===== config.mk =====
export PLATFORM = sky130hd
export DESIGN_NAME = edge_flag_unit
export DESIGN_NICKNAME = d
export VERILOG_FILES = /design/src/rtl/efu_pkg.sv /design/src/rtl/efu_sync.sv /design/src/rtl/efu_edge_det.sv /design/src/rtl/efu_cfg.sv /design/src/rtl/edge_flag_unit.sv
export SDC_FILE = /design/constraint.sdc
export NUM_CORES = 1
export LEC_CHECK = 0
export BUFFER_PORTS_ARGS = -buffer_cell sky130_fd_sc_hd__buf_2
export CAP_MARGIN = 20
export CORE_MARGIN = 4
export CORE_UTILIZATION = 55
export CTS_BUF_LIST = sky130_fd_sc_hd__clkbuf_4 sky130_fd_sc_hd__clkbuf_8
export CTS_CLUSTER_DIAMETER = 60
export DETAILED_ROUTE_END_ITERATION = 8
export PLACE_DENSITY = 0.82
export SLEW_MARGIN = 20
export SYNTH_ARGS = -nofsm -noshare
export SYNTH_HDL_FRONTEND = slang
export SYNTH_SLANG_ARGS = --single-unit
export TNS_END_PERCENT = 30

===== constraint.sdc =====
create_clock -name clk -period 2.9 [get_ports clk]
set_clock_uncertainty 0.2 [all_clocks]
set_input_delay 0.435 -clock clk [delete_from_list [all_inputs] [get_ports clk]]
set_output_delay 0.435 -clock clk [all_outputs]
set_load 0.01 [all_outputs]

===== src/rtl/efu_pkg.sv =====
package efu_pkg;
    typedef enum logic [1:0] {
        REG_POL  = 2'd0,
        REG_FSEL = 2'd1,
        REG_FLAG = 2'd2,
        REG_RSVD = 2'd3
    } efu_reg_e;
endpackage


===== src/rtl/efu_sync.sv =====
module efu_sync #(
    parameter int W = 12
) (
    input  logic         clk,
    input  logic         rst_n,
    input  logic [W-1:0] pin_i,
    output logic [W-1:0] sync_o,
    output logic [W-1:0] prev_o
);
    typedef struct packed {
        logic [W-1:0] meta;
        logic [W-1:0] sync;
        logic [W-1:0] prev;
    } sync_st_t;

    sync_st_t st_d, st_q;

    always_comb begin
        st_d      = st_q;
        st_d.meta = pin_i;
        st_d.sync = st_q.meta;
        st_d.prev = st_q.sync;
    end

    always_ff @(posedge clk or negedge rst_n) begin
        if (!rst_n) st_q <= '0;
        else        st_q <= st_d;
    end

    assign sync_o = st_q.sync;
    assign prev_o = st_q.prev;
endmodule


===== src/rtl/efu_edge_det.sv =====
module efu_edge_det #(
    parameter int W = 12
) (
    input  logic [W-1:0] sync_i,
    input  logic [W-1:0] prev_i,
    input  logic [W-1:0] pol_i,
    input  logic [W-1:0] gate_i,
    output logic [W-1:0] hit_o
);
    for (genvar i = 0; i < W; i++) begin : g_bit
        logic rise, fall;
        assign rise     = sync_i[i] & ~prev_i[i];
        assign fall     = ~sync_i[i] & prev_i[i];
        assign hit_o[i] = gate_i[i] & (pol_i[i] ? rise : fall);
    end
endmodule


===== src/rtl/efu_cfg.sv =====
module efu_cfg
    import efu_pkg::*;
#(
    parameter int N_ALL  = 12,
    parameter int N_DED  = 4,
    parameter int DATA_W = 16
) (
    input  logic              clk,
    input  logic              rst_n,
    input  logic              we_i,
    input  logic [1:0]        addr_i,
    input  logic [DATA_W-1:0] wdata_i,
    output logic [N_ALL-1:0]  pol_o,
    output logic [N_DED-1:0]  fsel_o
);
    typedef struct packed {
        logic [N_ALL-1:0] pol;
        logic [N_DED-1:0] fsel;
    } cfg_st_t;

    cfg_st_t st_d, st_q;

    always_comb begin
        st_d = st_q;
        if (we_i) begin
            unique case (efu_reg_e'(addr_i))
                REG_POL:  st_d.pol  = wdata_i[N_ALL-1:0];
                REG_FSEL: st_d.fsel = wdata_i[N_DED-1:0];
                default:  ;
            endcase
        end
    end

    always_ff @(posedge clk or negedge rst_n) begin
        if (!rst_n) st_q <= '0;
        else        st_q <= st_d;
    end

    assign pol_o  = st_q.pol;
    assign fsel_o = st_q.fsel;
endmodule


===== src/rtl/edge_flag_unit.sv =====
module edge_flag_unit
    import efu_pkg::*;
#(
    parameter int N_DED  = 4,
    parameter int N_SHR  = 8,
    parameter int DATA_W = 16,
    localparam int N_ALL = N_DED + N_SHR
) (
    input  logic              clk,
    input  logic              rst_n,
    input  logic [N_DED-1:0]  ded_pin_i,
    input  logic [N_SHR-1:0]  shr_pin_i,
    input  logic              cfg_we,
    input  logic [1:0]        cfg_addr,
    input  logic [DATA_W-1:0] cfg_wdata,
    output logic [DATA_W-1:0] cfg_rdata,
    output logic [N_ALL-1:0]  flags_o
);
    typedef struct packed {
        logic [N_ALL-1:0] flags;
    } top_st_t;

    logic [N_ALL-1:0] sync, prev, pol, gate, hit;
    logic [N_DED-1:0] fsel;
    logic             clr_wr;
    top_st_t          st_d, st_q;

    efu_sync #(.W(N_ALL)) u_sync (
        .clk    (clk),
        .rst_n  (rst_n),
        .pin_i  ({shr_pin_i, ded_pin_i}),
        .sync_o (sync),
        .prev_o (prev)
    );

    efu_cfg #(.N_ALL(N_ALL), .N_DED(N_DED), .DATA_W(DATA_W)) u_cfg (
        .clk     (clk),
        .rst_n   (rst_n),
        .we_i    (cfg_we),
        .addr_i  (cfg_addr),
        .wdata_i (cfg_wdata),
        .pol_o   (pol),
        .fsel_o  (fsel)
    );

    // Shared group is never gated; dedicated group follows its select bits.
    assign gate = {{N_SHR{1'b1}}, fsel};

    efu_edge_det #(.W(N_ALL)) u_det (
        .sync_i (sync),
        .prev_i (prev),
        .pol_i  (pol),
        .gate_i (gate),
        .hit_o  (hit)
    );

    assign clr_wr = cfg_we && (efu_reg_e'(cfg_addr) == REG_FLAG);

    always_comb begin
        st_d = st_q;
        if (clr_wr) st_d.flags = st_q.flags & cfg_wdata[N_ALL-1:0];
        // Set term applied last so a same-cycle edge outranks the clear.
        st_d.flags = st_d.flags | hit;
    end

    always_ff @(posedge clk or negedge rst_n) begin
        if (!rst_n) st_q <= '0;
        else        st_q <= st_d;
    end

    always_comb begin
        cfg_rdata = '0;
        unique case (efu_reg_e'(cfg_addr))
            REG_POL:  cfg_rdata[N_ALL-1:0] = pol;
            REG_FSEL: cfg_rdata[N_DED-1:0] = fsel;
            REG_FLAG: cfg_rdata[N_ALL-1:0] = st_q.flags;
            default:  cfg_rdata = '0;
        endcase
    end

    assign flags_o = st_q.flags;
endmodule


==> results of run 1 <==
## stage by stage
step / instances / area (sq um)
6_report: 291 / 3170
5_1_grt: 291 / 3170
4_1_cts: 290 / 3160
3_5_place_dp: 264 / 2810
3_3_place_gp: 264 / 2810
2_1_floorplan: 169 / 2560
## synth_stat cells
cell,count
and3b_1,8
buf_4,4
dfrtp_1,64
nor3b_4,1
clkbuf_4,1
o2bb2ai_1,4
nor2_1,15
a221o_1,7
mux2_2,16
a211o_1,5
buf_6,5
and2b_2,1
nand3b_4,1
nand4bb_1,12
mux2i_1,12
conb_1,1
and4b_1,4
nor4bb_1,4
nor3b_1,1
## cell type report
class	instances	area [sq um]	share of cell area (%)
sequential	64	1600	50.5
multi-input combinational	95	861	27.1
timing repair buffer	64	390	12.3
clock buffer	11	151	4.77
clock inverter	5	103	3.23
tap	52	65.1	2.05
## timing repair
action,CTS,global route
endpoints found under the hold margin,42,1
hold buffers,10,1
endpoints found under the setup margin,0,0
resized for setup,0,0
buffers inserted,0,0
## worst max-delay path by stage
stage	startpoint	end	slack [ns]	depth (start not counted)
2_1_floorplan	cfg_addr[0]	cfg_rdata[1]	1.24	4
3_3_place_gp	cfg_addr[1]	u_cfg.pol_o[5]	0.73	3
3_5_place_dp	cfg_addr[1]	u_cfg.pol_o[5]	0.72	3
4_1_cts	cfg_addr[1]	cfg_rdata[0]	0.73	4
5_1_grt	cfg_addr[1]	cfg_rdata[3]	0.66	4
6_report	cfg_addr[1]	cfg_rdata[0]	0.73	4
## registers in the layout, indices dropped and copies added, names as in the netlist
signal,cells
u_cfg.pol_o,12
u_sync.sync_o,12
flags_o,12
u_cfg.fsel_o,4
u_sync.prev_o,12
u_sync.st_d,12
## power groups by stage
stage	Combinational, mW	Clock (mW)	Sequential (mW)
after floorplan	0.182	0	1.10
after global placement	0.312	0	1.09
after detailed placement	0.321	0	1.10
after CTS	0.331	0.956	1.08
after global routing	0.362	0.997	1.10
final	0.326	0.938	1.08
## routing by layer
metal	share of wire, %	wire (um)	up-vias
met4	1.4	62	0
met5	0	0	-
li1	-	-	755
met2	49	2190	33
met1	45	2010	794
met3	5.4	243	6
## cell families (layout without fill, tap and decap cells)
logic type      after synthesis  count (layout)  synth area share [%]
mux                          28              28                  11.8
simple gates                 47              47                  15.6
compound gates               16              16                  5.85
flops                        64              64                  62.9
other cells                   1               4                 0.147
buf+inv                      10              80                  3.69
## critical path: stages
cell	delay, ns
buf_2	0.51
and2b_2	0.31
o2bb2ai_1	0.12
buf_2	0.15
==> results.json, run 1 <==
{
  "die_area_sq_mm": 0.00578,
  "slew_headroom_pct": 48.9,
  "post_route_cells_drive_above_1_share_pct": 36.8,
  "core_sq_mm": 0.00441,
  "drtPass1Iterations": 4,
  "synthCells": 166,
  "timing.critical_path.from_type": "input pin",
  "post-route-period-util_pct": 75.0,
  "maxCapViolCount": 0,
  "hold-path-endpoint": "u_sync.st_d[20]",
  "post-route-drc-count": 0,
  "yosys_warnings": 0,
  "achievable-frequency_mhz": 460,
  "r2r_cells": 2,
  "power_per_cell_area_mw_per_mm2": 739,
  "mostFrequentLayoutCell": "dfrtp_1",
  "grtUsageTotal_pct": 16.7,
  "busiest_layer": "met2",
  "worstHoldPathCells": 1,
  "cts-htree-levels": 3,
  "syn-cell-area_sq_mm": 0.00254,
  "place_worst_setup_slack_ns": 0.721,
  "grt_util_met1_pct": 21.4,
  "layout_common_cells": "dfrtp_1, buf_2, mux2_2",
  "critical_path.max_fanout": 27,
  "dr.first_iter.drc_count": 78,
  "synth.lib_cells_used.distinct": 19,
  "final_wirelength_mm": 4.50,
  "antennaDiodeCount": 0,
  "timing.final.max_slew_violations": 0,
  "finalCoreUtilization_pct": 71.9,
  "avgViaCountPerCell": 5.46,
  "syn2layout_area_growth_pct": 24.6,
  "std_cell_rows": 24,
  "worst_hold_path_type": "input pin to register",
  "ff2ff_setup_slack_ns": 1.74,
  "holdWs_ns": 0.0220,
  "setup_viol": 0,
  "final_nets": 267,
  "clkPwrFrac_pct": 40.0,
  "clk_latency_ns": 0.33,
  "power.ir.vdd_worst_v": 0.000484,
  "use_met2_pct": 25.6,
  "worst_ep_required_time_ns": 2.27,
  "grtUsageMet3_pct": 6.38,
  "initial_core_util_pct": 57.7,
  "synth-seq-cells": 64,
  "yosys.area.top_type_share_pct": 62.9,
  "clockBufferDepth": 2,
  "share_seq_of_total_power_pct": 46.0,
  "switching_share_pct": 23.4,
  "timing.final.hold_violations": 0,
  "fraction_of_power_consumed_by_combinational_cells_pct": 13.9,
  "grt_pass1_wl_mm": 7.70,
  "run_status": "complete, no violations",
  "power.total_mw": 2.34,
  "via_count": 1588,
  "grt_remaining_overflow": 0,
  "grt_setup_unrepaired": "no",
  "p_int_mw": 1.79,
  "timing.setup.tns_ns": 0,
  "max_slew.worst_pin.slew_ns": 0.767,
  "total_leakage_power_nw": 1.48,
  "first_global_vias": 1617,
  "post_synth.cell_area_avg_sq_um": 15.3,
  "cts-buffers-inserted": 9,
  "sinks_on_the_clock_net": 64,
  "power_switching_mw": 0.549,
  "place.port_buffers": 52,
  "yosysSeqAreaShare_pct": 62.9,
  "rr_endpoint": "flags_o[11]",
  "die_h_um": 76.0,
  "clockRootBuffer": "clkbuf_8",
  "finalCriticalPeriod_ns": 2.17,
  "regToRegStartpoint": "u_cfg.pol_o[11]",
  "clk_transition_reported_paths_ns": 0.06,
  "antenna_violating_nets_post_route": 0,
  "pin_count": 61,
  "post-synth-top-area-cell": "dfrtp_1",
  "place_congestion": 0.726,
  "antenna_found_initial": 0,
  "critical_path_sink_type": "output port",
  "hold_start": "shr_pin_i[4]",
  "cp.arrival_ns": 1.54,
  "wl_per_cell_um": 15.5,
  "synth.top_cells.by_area": "dfrtp_1, mux2_2, nand4bb_1",
  "nFillCells": 295,
  "critPathKind": "input pin to output port",
  "grt_max_degree": 35,
  "fp.dieW_um": 76.0,
  "postLayoutSetupSlackWorst_ns": 0.726,
  "cts_tree": "built",
  "dp_hpwl_mm": 2.98
}
No activity file was read; power rests on OpenSTA's default activity.
==> inputs of run 2 (changes only) <==
ABC_AREA = 1   (was unset)
CORE_UTILIZATION = 49   (was 55)
PLACE_DENSITY = 0.77   (was 0.82)
clock period = 1.9 ns   (was 2.9 ns; I/O delays follow)
==> results.json, run 2 <==
{
  "run_status": "complete, no violations",
  "dr.first_iter.drc_count": 132,
  "die_h_um": 79.7,
  "holdWs_ns": 0.0231,
  "finalCriticalPeriod_ns": 1.63,
  "timing.final.max_slew_violations": 0,
  "fp.dieW_um": 79.7,
  "cts-htree-levels": 3,
  "std_cell_rows": 25,
  "drtPass1Iterations": 4,
  "yosys_warnings": 0,
  "syn2layout_area_growth_pct": 25.5,
  "critical_path_sink_type": "output port",
  "path_cells": "inv_1 > o21ai_0 > buf_2",
  "power.ir.vdd_worst_v": 0.000604,
  "synth.top_cells.by_area": "dfrtp_1, nand2_1, inv_1",
  "post_cts_buffers": 0,
  "clk_transition_reported_paths_ns": 0.07,
  "yosys.area.top_type_share_pct": 63.6,
  "pin_count": 61,
  "fraction_of_power_consumed_by_combinational_cells_pct": 14.7,
  "antenna_found_initial": 0,
  "antenna_violating_nets_post_route": 0,
  "cp.arrival_ns": 1.15,
  "synth-compound-area-share_pct": 4.77,
  "worst_hold_path_type": "input pin to register",
  "core_sq_mm": 0.00485,
  "via_count": 1908,
  "sinks_on_the_clock_net": 64,
  "share_seq_of_total_power_pct": 52.4,
  "wl_per_cell_um": 11.9,
  "post_synth.cell_area_avg_sq_um": 9.76,
  "final_wirelength_mm": 4.81,
  "post-synth-top-count-cell": "nand2_1",
  "timing.final.hold_violations": 0,
  "setup_viol": 0,
  "place.port_buffers": 52,
  "yosysSeqAreaShare_pct": 63.6,
  "maxCapViolCount": 0,
  "synth_simple_gate_area_share_pct": 23.5,
  "clockBufferDepth": 2,
  "grt_setup_unrepaired": "no",
  "achievable-frequency_mhz": 613,
  "p_int_mw": 2.23,
  "regArea_sq_mm": 0.00160,
  "initial_core_util_pct": 51.9,
  "clockRootBuffer": "clkbuf_8",
  "timing.setup.tns_ns": 0,
  "stdcell_count": 404,
  "synth.lib_cells_used.distinct": 15,
  "layout_common_cells": "nand2_1, dfrtp_1, buf_2",
  "slowest_stage_cell_on_the_critical_path": "dfrtp_1",
  "timing.critical_path.from_type": "register",
  "mostFrequentLayoutCell": "nand2_1",
  "worst_ep_required_time_ns": 1.41,
  "antennaDiodeCount": 0,
  "place_congestion": 0.751,
  "cts_tree": "built",
  "critPathKind": "register to output port",
  "cp_slowest_stage_delay_ns": 0.37,
  "grt_pass1_wl_mm": 8.47,
  "ys_top_cells_by_count": "nand2_1, dfrtp_1, inv_1",
  "syn-cell-area_sq_mm": 0.00252,
  "first_global_vias": 1905,
  "multiplexer_area_fraction_after_synthesis_pct": 0,
  "power.total_mw": 3.08,
  "avgViaCountPerCell": 4.72,
  "dp.cells": 375,
  "post-route-period-util_pct": 85.8,
  "clk_latency_ns": 0.33,
  "grt_remaining_overflow": 0,
  "synth_flop_cell": "dfrtp_1",
  "dp_hpwl_mm": 3.22,
  "power_per_cell_area_mw_per_mm2": 973,
  "dominant_combinational_cell_family_by_area_after_synthesis": "simple AND/OR/NAND/NOR gates",
  "multi_input_area_sq_um": 727,
  "final_nets": 365,
  "share_of_synthesized_cell_area_in_full_adder_half_adder_and_majority_cells_pct": 0,
  "grt_max_degree": 65,
  "post_route_cells_drive_above_1_share_pct": 23.1,
  "cts-buffers-inserted": 9,
  "critical_path.max_fanout": 3,
  "finalCoreUtilization_pct": 65.2,
  "post-route-drc-count": 0,
  "synth-seq-cells": 64,
  "synth_enable_flop_cells": 0,
  "synthCells": 258,
  "power_switching_mw": 0.844,
  "nFillCells": 401,
  "die_area_sq_mm": 0.00635,
  "clkPwrFrac_pct": 32.9,
  "grtUsageTotal_pct": 17.5,
  "post_synth_xor_area_fraction_pct": 0,
  "switching_share_pct": 27.4,
  "total_leakage_power_nw": 1.65,
  "postSynth.asyncResetShare_pct": 100,
  "post-synth-top-area-cell": "dfrtp_1"
}
## run 2: path summary, 6_finish.rpt
path,start,end,slack (ns),depth (start not counted)
setup reg to reg,u_cfg.pol_o[1],flags_o[1],0.90,5
min in group asynchronous,rst_n,u_sync.st_d[12],0.29,3
setup / recovery,u_cfg.pol_o[10],cfg_rdata[10],0.27,3
hold / removal,cfg_wdata[11],u_cfg.pol_o[11],0.02,3
hold reg to reg,u_sync.st_d[16],u_sync.sync_o[4],0.15,0
max in group asynchronous,rst_n,u_cfg.fsel_o[0],0.94,3
## run 2: final cells by class
cell class | instances | share of cell area [%]
well taps | 67 | 2.65
flip-flops and latches | 64 | 50.7
repair buffers | 69 | 14.1
clock buffers | 12 | 4.83
multi-input cells | 153 | 23.0
inverters | 35 | 4.16
clock inverters | 4 | 0.633
## run 2: logic make-up after synthesis
logic type      after synthesis
other cells                   1
flops                        64
compound gates               24
simple gates                125
buf+inv                      44
## run 2: routing by layer
layer  wire [um]  GRT usage (%)  up-vias
met2        2360           28.6       57
li1            -              -      943
met5           0              0        -
met4          69           7.22        0
met1        2130           21.7      902
met3         253           4.85        6
## run 2: critical path, delay by kind of cell, from the launching register on
kind	cells	cell delay, ns
buf+inv	2	0.23
flops	1	0.37
compound gates	1	0.21
## run 2: power groups by stage
stage | logic [mW] | clock network, mW | registers [mW]
finish | 0.452 | 1.01 | 1.61
global route | 0.520 | 1.11 | 1.63
CTS | 0.461 | 1.03 | 1.61
detailed placement | 0.440 | 0 | 1.64
global placement | 0.428 | 0 | 1.63
floorplan | 0.229 | 0 | 1.64
## run 2: what timing repair did
item / 4_1_cts / 5_1_grt
resized for setup: 0 / 0
hold buffers: 13 / 0
hold endpoints to repair: 76 / 0
## run 2: through the flow
| step | worst slack, ns | instance area, sq um |
|---|---|---|
| floorplan | 0.575 | 2530 |
| global placement | 0.308 | 2860 |
| detailed placement | 0.293 | 2860 |
| CTS | 0.268 | 3160 |
| global route | 0.220 | 3160 |
| finish | 0.270 | 3160 |
==> inputs of run 3 (changes only) <==
==> constraint.sdc (replaced) <==
create_clock -name clk -period 1.9 [get_ports clk]
set_clock_uncertainty 0.2 [all_clocks]
set_input_delay 0.57 -clock clk [delete_from_list [all_inputs] [get_ports clk]]
set_output_delay 0.57 -clock clk [all_outputs]
set_load 0.01 [all_outputs]
==> results.json, run 3 (synthesis results as in run 2) <==
{
  "total_leakage_power_nw": 1.63,
  "post_route_cells_drive_above_1_share_pct": 27.5,
  "syn2layout_area_growth_pct": 24.5,
  "rr_endpoint": "flags_o[4]",
  "place_worst_setup_slack_ns": -0.233,
  "pin_count": 61,
  "cts_tree": "built",
  "final_wirelength_mm": 4.88,
  "clockBufferDepth": 2,
  "grtUsageTotal_pct": 17.1,
  "worst_hold_path_type": "input pin to asynchronous set/reset pin",
  "run_status": "finished, violations left",
  "grtUsageMet3_pct": 4.74,
  "maxCapViolCount": 0,
  "first_global_vias": 1741,
  "cp.arrival_ns": 1.34,
  "finalCriticalPeriod_ns": 2.11,
  "fraction_of_power_consumed_by_combinational_cells_pct": 15.5,
  "worst_ep_required_time_ns": 1.13,
  "antennaDiodeCount": 0,
  "final_nets": 357,
  "grt_max_degree": 65,
  "dp_hpwl_mm": 3.34,
  "postLayoutSetupSlackWorst_ns": -0.205,
  "die_h_um": 79.7,
  "hold_buffers": 0,
  "ff2ff_setup_slack_ns": 0.88,
  "clk_transition_reported_paths_ns": 0.06,
  "post-route-drc-count": 0,
  "critPathKind": "input pin to output port",
  "r2r_cells": 5,
  "power_per_cell_area_mw_per_mm2": 979,
  "grt_pass1_wl_mm": 8.08,
  "regToRegStartpoint": "u_cfg.pol_o[4]",
  "use_met2_pct": 27.1,
  "grt_setup_unrepaired": "yes",
  "wl_per_cell_um": 12.4,
  "critical_path_sink_type": "output port",
  "share_seq_of_total_power_pct": 52.5,
  "setup_viol": 12,
  "clk_latency_ns": 0.33,
  "die_area_sq_mm": 0.00635,
  "sinks_on_the_clock_net": 64,
  "clkPwrFrac_pct": 32.0,
  "dp.cells": 379,
  "stdcell_count": 394,
  "grt_remaining_overflow": 0,
  "busiest_layer": "met2",
  "initial_core_util_pct": 51.9,
  "antenna_found_initial": 0,
  "critical_path.max_fanout": 8,
  "drtPass1Iterations": 4,
  "core_sq_mm": 0.00485,
  "timing.final.max_slew_violations": 0,
  "power_switching_mw": 0.822,
  "dr.first_iter.drc_count": 64,
  "via_count": 1885,
  "timing.setup.tns_ns": -1.90,
  "failed_checks": "setup timing",
  "p_int_mw": 2.25,
  "std_cell_rows": 25,
  "post-route-period-util_pct": 111,
  "cts-buffers-inserted": 9,
  "timing.final.hold_violations": 0,
  "achievable-frequency_mhz": 475,
  "power.ir.vdd_worst_v": 0.000493,
  "clockRootBuffer": "clkbuf_8",
  "grt_util_met1_pct": 21.4,
  "mostFrequentLayoutCell": "nand2_1",
  "antenna_violating_nets_post_route": 0,
  "avgViaCountPerCell": 4.78,
  "place.port_buffers": 52,
  "timing.critical_path.from_type": "input pin",
  "cts-htree-levels": 3,
  "place_congestion": 0.764,
  "layout_common_cells": "nand2_1, dfrtp_1, buf_2",
  "fp.dieW_um": 79.7,
  "switching_share_pct": 26.8
}
==> run 3: power by group through the flow <==
stage	logic (mW)	clock network, mW	registers (mW)
3_5_place_dp	0.447	0	1.64
3_3_place_gp	0.436	0	1.63
4_1_cts	0.452	1.02	1.61
6_report	0.475	0.982	1.61
2_1_floorplan	0.229	0	1.64
5_1_grt	0.536	1.10	1.63
==> run 3: how the worst max path moves through the flow <==
stage	slack (ns)	from	to
3_3_place_gp	-0.21	cfg_addr[1]	cfg_rdata[7]
2_1_floorplan	0.005	cfg_addr[1]	cfg_rdata[10]
3_5_place_dp	-0.23	cfg_addr[1]	cfg_rdata[7]
6_report	-0.21	cfg_addr[0]	cfg_rdata[7]
4_1_cts	-0.24	cfg_addr[1]	cfg_rdata[7]
5_1_grt	-0.24	cfg_addr[0]	cfg_rdata[7]
==> run 3: per-stage QoR <==
stage / hold WS, ns / power (mW) / util (%) / area, sq um
after global routing: 0.0625 / 3.27 / 64.7 / 3140
after detailed placement: 0.135 / 2.08 / 59.6 / 2890
after floorplan: 0.0744 / 1.87 / - / 2530
after global placement: 0.131 / 2.06 / 59.6 / 2890
after CTS: 0.0558 / 3.08 / 63.1 / 3060
final: 0.0385 / 3.07 / 64.7 / 3140
==> run 3: final cells by class <==
class / instances / area, sq um
Fill cell: 424 / 1710
Timing Repair Buffer: 61 / 388
Sequential cell: 64 / 1600
Clock buffer: 13 / 160
Multi-Input combinational cell: 153 / 763
Tap cell: 67 / 83.8
Inverter: 35 / 135
Clock inverter: 1 / 5.00
==> run 3: per-layer routing <==
layer | routed length [um] | vias to the layer above
met5 | 0 | -
met4 | 96 | 0
met3 | 242 | 9
met2 | 2420 | 47
met1 | 2120 | 902
li1 | - | 927
==> run 3: worst max-delay path, cell delays in order <==
cell and delay, ns:
buf_8 0.11, nor2_4 0.13, clkinvlp_4 0.11, buf_12 0.15
o21ai_2 0.12, buf_2 0.14
==> run 3: what timing repair did <==
action	4_1_cts	5_1_grt
buffers inserted	0	1
setup endpoints to repair	12	12
gates resized for setup	3	21
pin swaps	2	2
